$ cat config.mk
export PLATFORM = sky130hd
export DESIGN_NAME = tdm_ptr_tracker
export DESIGN_NICKNAME = d
export VERILOG_FILES = /design/src/rtl/tdm_ptr_pkg.sv /design/src/rtl/tdm_ptr_bank.sv /design/src/rtl/tdm_ptr_dir.sv /design/src/rtl/tdm_ptr_tracker.sv
export SDC_FILE = /design/constraint.sdc
export NUM_CORES = 1
export LEC_CHECK = 0
export BUFFER_PORTS_ARGS = -buffer_cell sky130_fd_sc_hd__buf_2
export CAP_MARGIN = 20
export CORE_MARGIN = 3
export CORE_UTILIZATION = 40
export CTS_CLUSTER_DIAMETER = 60
export DETAILED_ROUTE_END_ITERATION = 12
export GPL_ROUTABILITY_DRIVEN = 0
export PLACE_DENSITY = 0.71
export SETUP_SLACK_MARGIN = 0.5
export SYNTH_ARGS = -nofsm -noshare
export SYNTH_HDL_FRONTEND = slang
export SYNTH_SLANG_ARGS = --single-unit
$ cat constraint.sdc
create_clock -name clk -period 1.77 [get_ports clk]
set_clock_uncertainty 0.2 [all_clocks]
set_input_delay 0.354 -clock clk [delete_from_list [all_inputs] [get_ports clk]]
set_output_delay 0.354 -clock clk [all_outputs]
set_load 0.02 [all_outputs]
$ cat src/rtl/tdm_ptr_pkg.sv
package tdm_ptr_pkg;

    typedef enum logic [1:0] {
        MODE_SPLIT  = 2'b00,
        MODE_BANKED = 2'b01,
        MODE_RSV2   = 2'b10,
        MODE_RSV3   = 2'b11
    } tdm_mode_e;

    localparam int unsigned NUM_DIRS = 2;
    localparam int unsigned DIR_RX   = 0;
    localparam int unsigned DIR_TX   = 1;

endpackage

$ cat src/rtl/tdm_ptr_bank.sv
// Next value of one side's bank bit.
module tdm_ptr_bank (
    input  logic banked,
    input  logic valid,
    input  logic boundary,
    input  logic swap_req,
    input  logic bank_q,
    output logic bank_d
);
    always_comb begin
        if (!banked) begin
            bank_d = 1'b0;
        end else if (valid && boundary && swap_req) begin
            bank_d = ~bank_q;
        end else begin
            bank_d = bank_q;
        end
    end
endmodule

$ cat src/rtl/tdm_ptr_dir.sv
// Pointer pair, half flag and bank bit for one direction.
module tdm_ptr_dir
    import tdm_ptr_pkg::*;
#(
    parameter int unsigned PTR_W = 5
) (
    input  logic             clk,
    input  logic             rst,
    input  logic [1:0]       mode,
    input  logic             frame_start,
    input  logic             valid,
    input  logic             adv,
    input  logic             last,
    input  logic             swap_req,
    output logic [PTR_W-1:0] ptr1,
    output logic [PTR_W-1:0] ptr2,
    output logic             bank
);
    localparam logic [PTR_W-1:0] PTR_MAX = {PTR_W{1'b1}};
    localparam logic [PTR_W-1:0] PTR_ONE = {{(PTR_W-1){1'b0}}, 1'b1};

    typedef struct packed {
        logic [PTR_W-1:0] ptr1;
        logic [PTR_W-1:0] ptr2;
        logic             upper;
        logic             bank;
    } dir_state_t;

    dir_state_t s_d, s_q;
    logic       banked;
    logic       boundary;
    logic       bank_nxt;

    assign banked   = (tdm_mode_e'(mode) == MODE_BANKED);
    assign boundary = frame_start | (adv & last);

    tdm_ptr_bank u_bank (
        .banked   (banked),
        .valid    (valid),
        .boundary (boundary),
        .swap_req (swap_req),
        .bank_q   (s_q.bank),
        .bank_d   (bank_nxt)
    );

    always_comb begin
        s_d      = s_q;
        s_d.bank = bank_nxt;
        if (!valid || boundary) begin
            s_d.ptr1  = '0;
            s_d.ptr2  = '0;
            s_d.upper = 1'b0;
        end else if (adv) begin
            if (banked) begin
                s_d.upper = 1'b0;
                if (s_q.bank) begin
                    s_d.ptr1 = '0;
                    s_d.ptr2 = s_q.ptr2 + PTR_ONE;
                end else begin
                    s_d.ptr1 = s_q.ptr1 + PTR_ONE;
                    s_d.ptr2 = '0;
                end
            end else if (!s_q.upper) begin
                s_d.ptr2 = '0;
                if (s_q.ptr1 == PTR_MAX) begin
                    s_d.ptr1  = '0;
                    s_d.upper = 1'b1;
                end else begin
                    s_d.ptr1 = s_q.ptr1 + PTR_ONE;
                end
            end else begin
                s_d.ptr1 = '0;
                if (s_q.ptr2 == PTR_MAX) begin
                    s_d.ptr2  = '0;
                    s_d.upper = 1'b0;
                end else begin
                    s_d.ptr2 = s_q.ptr2 + PTR_ONE;
                end
            end
        end
    end

    always_ff @(posedge clk) begin
        if (rst) begin
            s_q <= '0;
        end else begin
            s_q <= s_d;
        end
    end

    assign ptr1 = s_q.ptr1;
    assign ptr2 = s_q.ptr2;
    assign bank = s_q.bank;
endmodule

$ cat src/rtl/tdm_ptr_tracker.sv
module tdm_ptr_tracker
    import tdm_ptr_pkg::*;
#(
    parameter int unsigned PTR_W = 5
) (
    input  logic             clk,
    input  logic             rst,
    input  logic [1:0]       mode,
    input  logic             frame_start,
    input  logic             rx_valid,
    input  logic             rx_adv,
    input  logic             rx_last,
    input  logic             rx_swap_req,
    input  logic             tx_valid,
    input  logic             tx_adv,
    input  logic             tx_last,
    input  logic             tx_swap_req,
    output logic [PTR_W-1:0] rx_ptr1,
    output logic [PTR_W-1:0] rx_ptr2,
    output logic             rx_bank,
    output logic [PTR_W-1:0] tx_ptr1,
    output logic [PTR_W-1:0] tx_ptr2,
    output logic             tx_bank
);
    logic [NUM_DIRS-1:0] vld_a, adv_a, last_a, swap_a, bank_a;
    logic [PTR_W-1:0]    p1_a [NUM_DIRS];
    logic [PTR_W-1:0]    p2_a [NUM_DIRS];

    assign vld_a  = {tx_valid,    rx_valid};
    assign adv_a  = {tx_adv,      rx_adv};
    assign last_a = {tx_last,     rx_last};
    assign swap_a = {tx_swap_req, rx_swap_req};

    for (genvar g = 0; g < NUM_DIRS; g++) begin : g_dir
        tdm_ptr_dir #(.PTR_W(PTR_W)) u_dir (
            .clk         (clk),
            .rst         (rst),
            .mode        (mode),
            .frame_start (frame_start),
            .valid       (vld_a[g]),
            .adv         (adv_a[g]),
            .last        (last_a[g]),
            .swap_req    (swap_a[g]),
            .ptr1        (p1_a[g]),
            .ptr2        (p2_a[g]),
            .bank        (bank_a[g])
        );
    end

    assign rx_ptr1 = p1_a[DIR_RX];
    assign rx_ptr2 = p2_a[DIR_RX];
    assign rx_bank = bank_a[DIR_RX];
    assign tx_ptr1 = p1_a[DIR_TX];
    assign tx_ptr2 = p2_a[DIR_TX];
    assign tx_bank = bank_a[DIR_TX];
endmodule

# After elaboration in Yosys (flattened, before gate mapping)
# Cells that the tools add are included.
# op_classes
bitwise_logic,7
n_eq_ne,5
addsub,4
reduce_logical,11
muxes,14
# op_table
op,count
$mux W11,4
$add A5 B1 Y5 const B,4
$eq A5 B5 Y1 const B,4
$mux W10,2
$mux W5,4
$reduce_or A2 Y1,3
$logic_and A1 B1 Y1,4
$mux W1,4
$not A1 Y1,3
$and A1 B1 Y1,2
$eq A2 B1 Y1 const B,1
$logic_not A1 Y1,2
$logic_or A1 B1 Y1,2
$or A1 B1 Y1,2
# word_totals
out_inout_bits,22
ff_bits,24
word_cells,49
input_bits,13

# Longest topological paths before layout
# Gate-level depths: netlist of the first run.
# depth
depth_word,4
ltp_mapped,7
mapped_depth_nobuf,7

# By module
# A second synthesis of the first run with hierarchy kept.
# hier_totals
cells_unflattened,154
hier_area_um2,1403.8
# by_module_without_submodules
module,seq_area_each_um2,cells_each,instances,area_each_um2
tdm_ptr_dir,240.2,73,2,676.9
tdm_ptr_bank,0.0,4,2,25.0

# Worst setup path before layout of the first run
# Ideal clock, no wire load.
# synth_timing
path_kind,register to register
from,reg g_dir[0].u_dir.s_q (netlist bit g_dir[0].u_dir.ptr1[0])
to,reg g_dir[0].u_dir.s_q (netlist bit g_dir[0].u_dir.ptr1[2])
path_stages_with_launch,8
period_less_slack_ps,1836
slack_ps,-66
setup_time_ps,76
arrival_ps,1560
n_path_buf,0
required_time_ps,1494
path_cell_list,dfxtp_1 ha_1 and3_1 ha_1 or2_1 a21oi_4 nand4b_1 a31oi_1
# synth_between
elab_chain_cells,4
elab_cells_between_ends,6
classes_between,add/sub: 1; eq/ne: 1; mux: 4
# synth_lines
item,line_no,rtl
"start, declared",tdm_ptr_dir.sv:29,"dir_state_t s_d, s_q;"
"start signal, assigned",tdm_ptr_dir.sv:85,s_q <= '0;
"start signal, assigned",tdm_ptr_dir.sv:87,s_q <= s_d;
$add A5 B1 Y5 or $eq A5 B5 Y1 (tied branches),"tdm_ptr_dir.sv:60, tdm_ptr_dir.sv:69, tdm_ptr_dir.sv:65",
$mux W5,tdm_ptr_dir.sv:65,if (s_q.ptr1 == PTR_MAX) begin
$mux W11,tdm_ptr_dir.sv:63,end else if (!s_q.upper) begin
$mux W11 *,tdm_ptr_dir.sv:54,if (banked) begin
# Every way passes the cells marked *; elsewhere a longest branch is shown, timed or not.
# A chain may end at the register's enable or synchronous reset.

# Worst setup path after layout of the first run
# layout_timing
from,reg g_dir[1].u_dir.s_q (netlist bit g_dir[1].u_dir.ptr2[0])
to,reg g_dir[1].u_dir.s_q (netlist bit g_dir[1].u_dir.ptr2[3])
# layout_between
elab_chain_cells,4
elab_cells_between_ends,6
classes_between,add/sub: 1; eq/ne: 1; mux: 4
# layout_lines
item,line_no,rtl
"start, declared",tdm_ptr_dir.sv:29,
"start signal, assigned",tdm_ptr_dir.sv:85,
"start signal, assigned",tdm_ptr_dir.sv:87,
$add A5 B1 Y5 or $eq A5 B5 Y1 (tied branches),"tdm_ptr_dir.sv:58, tdm_ptr_dir.sv:77, tdm_ptr_dir.sv:73",
$mux W5,tdm_ptr_dir.sv:73,if (s_q.ptr2 == PTR_MAX) begin
$mux W11,tdm_ptr_dir.sv:63,
$mux W11 *,tdm_ptr_dir.sv:54,
# Marks and branches as above.

==> results of run 1 <==
## repair_timing
action                                 in CTS  in global routing
setup endpoints to repair                  44                 44
gates resized for setup                    81                 15
hold buffers                                1                  0
endpoints found under the hold margin       2                  0
pin swaps                                  19                  7
buffers inserted                           19                  6
## report_power, final
group / switching, W / internal, W
logic: 0.0000509 / 0.0000465
clock network: 0.000175 / 0.000229
registers: 0.00000301 / 0.000527
total: 0.000229 / 0.000803
## synth_stat cells, types with 2 or more instances
| cell type | instances | area (um2) |
|---|---|---|
| xnor2_1 | 5 | 43.8 |
| xor2_1 | 6 | 52.6 |
| buf_2 | 3 | 15.0 |
| ha_1 | 10 | 125 |
| and3_1 | 4 | 25.0 |
| buf_4 | 20 | 150 |
| a31o_2 | 2 | 17.5 |
| nand2b_1 | 7 | 43.8 |
| nand3b_1 | 5 | 37.5 |
| dfxtp_1 | 24 | 480 |
| a31oi_1 | 4 | 25.0 |
| nand3_1 | 7 | 35.0 |
| nand4_1 | 3 | 18.8 |
| nor3_1 | 4 | 20.0 |
| mux2i_1 | 3 | 30.0 |
| a21oi_1 | 10 | 50.1 |
| nand2_1 | 8 | 30.0 |
| nor2_1 | 18 | 67.6 |
| o21ai_0 | 2 | 10.0 |
## path summary, 6_finish.rpt
check | startpoint | endpoint | slack [ns] | cells after the start
max | g_dir[1].u_dir.ptr2[0] | g_dir[1].u_dir.ptr2[3] | -0.06 | 6
min | tx_adv | g_dir[1].u_dir.ptr1[4] | 0.17 | 3
max reg2reg | g_dir[1].u_dir.ptr2[0] | g_dir[1].u_dir.ptr2[3] | -0.06 | 6
min reg2reg | g_dir[0].u_dir.ptr1[4] | g_dir[0].u_dir.ptr1[4] | 0.34 | 2
## area by class of cell
| cell class | instances | area share [%] |
|---|---|---|
| clock buffers | 3 | 1.03 |
| flip-flops and latches | 24 | 24.5 |
| repair buffers | 67 | 28.0 |
| clock inverters | 1 | 1.38 |
| multi-input cells | 110 | 42.3 |
| inverters | 1 | 0.172 |
| well taps | 44 | 2.52 |
## worst register-to-register path: stages, from the launching register on
cell and delay, ns:
dfxtp_2 0.37, ha_4 0.16, and3_4 0.18, ha_4 0.15, or3_1 0.38, a31o_4 0.25
nor2_1 0.09
## stage by stage
step           setup slack, ns  power (W)
6_report               -0.0557    0.00103
5_1_grt                 -0.147    0.00108
4_1_cts                -0.0365    0.00104
3_5_place_dp           -0.0341   0.000639
3_3_place_gp            0.0139   0.000637
2_1_floorplan           0.0258   0.000611
## cells by family (layout without fill, tap and decap cells)
family / count (synthesis) / count (layout) / synth area share (%)
AND/OR/NAND/NOR: 63 / 63 / 24.3
buffers and inverters: 25 / 72 / 12.4
flip-flops: 24 / 24 / 34.5
AO/OA/AOI/OAI: 23 / 23 / 10.8
XOR/XNOR: 11 / 11 / 6.91
adder cells (fa/ha/maj): 10 / 10 / 8.98
multiplexers: 3 / 3 / 2.15
## flip-flops by register name, indices dropped and copies added (netlist names)
name,flops
g_dir.u_dir.ptr1,10
g_dir.u_dir.ptr2,10
g_dir.u_dir.bank,2
g_dir.u_dir.s_q,2
## layer usage
layer | vias up | track usage (%) | routed length [um]
met1 | 580 | 19.5 | 1450
met5 | - | 0 | 0
met4 | 0 | 6.74 | 57
met3 | 5 | 2.77 | 147
li1 | 626 | - | -
met2 | 29 | 27.6 | 1620
==> results_dict.tcl, run 1 <==
set metrics [dict create \
    cts_made_buffers 3 \
    synth_area_mm2 0.00139 \
    grt_start_max_net_pins 22 \
    htree_levels 1 \
    worst_setup_path_start_kind "flop" \
    post-route-cell-area_mm2 0.00218 \
    routedWlPerCell_um 13.1 \
    final_cells 250 \
    final_cell_mix "33 x buf_6, 20 x buf_4, 15 x nor2_1" \
    cts_tree "built" \
    area_growth_pct 56.6 \
    crit_type "flop to flop" \
    leakage_nw 0.877 \
    violations "negative setup slack" \
    layout_commonest_cell "buf_6" \
    final-seq-area_um2 536 \
    avgSynthCellArea_um2 8.77 \
    drc 0 \
    hold_class "input pin to flop" \
    setup_viol 5 \
    row_count 20 \
    hpwl_mm 2.13 \
    crit_top_cell "ha_4" \
    layout-drive-gt1-share_pct 58.7 \
    place_inst 220 \
    fin_crit_ns 1.83 \
    multi_input_area_um2 923 \
    postRouteAntennaNets 0 \
    die_x_um 65.0 \
    required_ns 1.84 \
    grt-ovfl-total 0 \
    initial_core_util_pct 43.9 \
    setup_tns_ns -0.164 \
    ir_drop_v 0.000542 \
    max_slew_margin_pct 76.0 \
    portBuffers 34 \
    wirelength_mm 3.28 \
    syn_nets 182 \
    dpl_cell_area_mm2 0.00163 \
    async_reset_ff_share_pct 0 \
    clk_pin_slew_worst_paths_ns 0.14 \
    vias 1240 \
    drv_slew 0 \
    grt_pass1_wl_mm 5.36 \
    via_per_inst 4.96 \
    synth_cell_types 33 \
    fillers 251 \
    worst_slew_pin_slew_ns 0.359 \
    cp-end-kind "flop" \
    path_delay_family "simple AND/OR/NAND/NOR gates" \
    final_util_pct 68.7 \
    diodes 0 \
    nNetsFinal 230 \
    fin_crit_sh_pct 103 \
    syn_inst 159 \
    crit_path_top_delay_cell "or3_1" \
    synth_edf_count 0 \
    grt_pass1_vias 1220 \
    ys.flop_type "dfxtp_1" \
    slowest_delay_ns 0.38 \
    cts.path.max_buffers 2 \
    drtIter0Drc 51 \
    clock_latency_ns 0.33 \
    io_pins 35 \
    whs_ns 0.170 \
    clock_sinks 24 \
    fmax_mhz 548 \
    grt_usage_pct 16.0 \
    die_y_um 65.0 \
    antenna_found_initial 0 \
    ys_ff_latch 24 \
    first_pass_iters 4 \
    crit_path_max_fanout 4 \
    grt_setup_unrepaired "true" \
    cap_violations 0 \
    crit_arrival_ns 1.90 \
    ys_warn_count 0 \
    power.density_mw_per_mm2 473 \
    cts_root_buf "clkbuf_4" \
    finalHoldViolCount 0 \
    coreArea_mm2 0.00318 \
    dieArea_mm2 0.00423 \
    crit_chain "ha_4, and3_4, ha_4, or3_1, a31o_4, nor2_1" \
    finalWorstSetupSlack_ns -0.0557 \
    status "finished with violations" \
    critPathBufInv 0 \
    seq_area_frac_synth_pct 34.5 \
]
No activity file was read; power rests on OpenSTA's default activity.
==> run 2, diff against run 1 <==
--- a/config.mk
+++ b/config.mk
@@ -12,6 +12,7 @@
 export CTS_CLUSTER_DIAMETER = 60
 export DETAILED_ROUTE_END_ITERATION = 12
 export GPL_ROUTABILITY_DRIVEN = 0
+export MAX_ROUTING_LAYER = met4
 export PLACE_DENSITY = 0.71
 export SETUP_SLACK_MARGIN = 0.5
 export SYNTH_ARGS = -nofsm -noshare
==> run 2 against run 1 <==
Compared with the run above:
- the flow still finishes with violations (negative setup slack)
- die area unchanged
- design area unchanged
- combinational power about the same
- fmax about the same
- power about the same
- critical endpoint unchanged
==> results_dict.tcl, run 2 (same netlist as run 1, synthesis figures left out) <==
set metrics [dict create \
    status "finished with violations" \
    violations "negative setup slack" \
    max_slew_margin_pct 75.9 \
    grt_pass1_wl_mm 5.37 \
    routedWlPerCell_um 13.1 \
    first_pass_iters 4 \
    cts_root_buf "clkbuf_4" \
    worst_setup_path_start_kind "flop" \
    cp-end-kind "flop" \
    fin_crit_sh_pct 103 \
    final_cell_mix "33 x buf_6, 20 x buf_4, 15 x nor2_1" \
    cts.path.max_buffers 2 \
    die_x_um 65.0 \
    r2r_start "g_dir[1].u_dir.ptr2[0]" \
    grt_setup_unrepaired "true" \
    drc 0 \
    initial_core_util_pct 43.9 \
    portBuffers 34 \
    p_total_w 0.00103 \
    cts_tree "built" \
    drtIter0Drc 55 \
    clock_sinks 24 \
    hold_class "input pin to flop" \
    finalHoldViolCount 0 \
    cap_violations 0 \
    nNetsFinal 230 \
    clk_pin_slew_worst_paths_ns 0.14 \
    required_ns 1.85 \
    dpl_cell_area_mm2 0.00163 \
    coreArea_mm2 0.00318 \
    crit_type "flop to flop" \
    drv_slew 0 \
    setup_viol 5 \
    hp-start "tx_adv" \
    ir_drop_v 0.000542 \
    fmax_mhz 548 \
    diodes 0 \
    setup_tns_ns -0.162 \
    via_per_inst 4.96 \
    whs_ns 0.171 \
    fin_crit_ns 1.83 \
    crit_arrival_ns 1.90 \
    grt-ovfl-total 0 \
    antenna_found_initial 0 \
    grt_start_max_net_pins 22 \
    clock_latency_ns 0.33 \
    layout-drive-gt1-share_pct 58.7 \
    wirelength_mm 3.28 \
    die_y_um 65.0 \
    grt_usage_pct 16.4 \
    io_pins 35 \
    htree_levels 1 \
    vias 1241 \
    finalWorstSetupSlack_ns -0.0556 \
    postRouteAntennaNets 0 \
    final_util_pct 68.7 \
    crit_path_max_fanout 4 \
    leakage_nw 0.877 \
    hpwl_mm 2.13 \
    power.density_mw_per_mm2 473 \
    grt_pass1_vias 1221 \
    area_growth_pct 56.6 \
    post-route-cell-area_mm2 0.00218 \
    dieArea_mm2 0.00423 \
    layout_commonest_cell "buf_6" \
    crit_path_start "g_dir[1].u_dir.ptr2[0]" \
    cts_made_buffers 3 \
    row_count 20 \
    worst_slew_pin_slew_ns 0.362 \
]
run 2: metal layers:
| metal | up-vias | routed length (um) | track usage, % |
|---|---|---|---|
| li1 | 625 | - | - |
| met1 | 582 | 1470 | 19.5 |
| met2 | 29 | 1600 | 27.6 |
| met3 | 5 | 147 | 2.77 |
| met4 | 0 | 57 | 6.74 |
| met5 | - | 0 | - |
run 2: per-stage QoR:
step	worst slack, ns	std cells
after floorplan	0.0258	159
after global placement	0.0139	220
after detailed placement	-0.0341	220
after CTS	-0.0365	244
after global routing	-0.147	250
final	-0.0556	250
run 2: report_power, final:
group | internal [W] | total, W | switching (W)
sequential | 0.000527 | 0.000530 | 0.00000301
combinational | 0.0000465 | 0.0000975 | 0.0000510
clock | 0.000229 | 0.000404 | 0.000175
run 2: area by class of cell:
cell class / instances / area [um2]
clock buffer: 3 / 22.5
clock inverter: 1 / 30.0
multi-input combinational: 110 / 923
timing repair buffer: 67 / 612
sequential: 24 / 536
tap: 44 / 55.1
inverter: 1 / 3.75
fill: 251 / 996
run 2: path summary, 6_finish.rpt:
| check | slack, ns | cells after the start | endpoint |
|---|---|---|---|
| setup / recovery | -0.06 | 6 | g_dir[1].u_dir.ptr2[3] |
| setup reg to reg | -0.06 | 6 | g_dir[1].u_dir.ptr2[3] |
| hold reg to reg | 0.34 | 2 | g_dir[0].u_dir.ptr1[4] |
| hold / removal | 0.17 | 3 | g_dir[1].u_dir.ptr1[4] |
run 2: critical path, stage by stage (launching register included):
cell and delay, ns:
dfxtp_2 0.37, ha_4 0.16, and3_4 0.18, ha_4 0.15
or3_1 0.38, a31o_4 0.24, nor2_1 0.09
run 2: what timing repair did:
item | 4_1_cts | 5_1_grt
pin swaps | 19 | 7
endpoints found under the hold margin | 2 | 0
setup endpoints to repair | 44 | 44
hold buffers | 1 | 0
gates resized for setup | 81 | 15
buffers inserted | 19 | 6
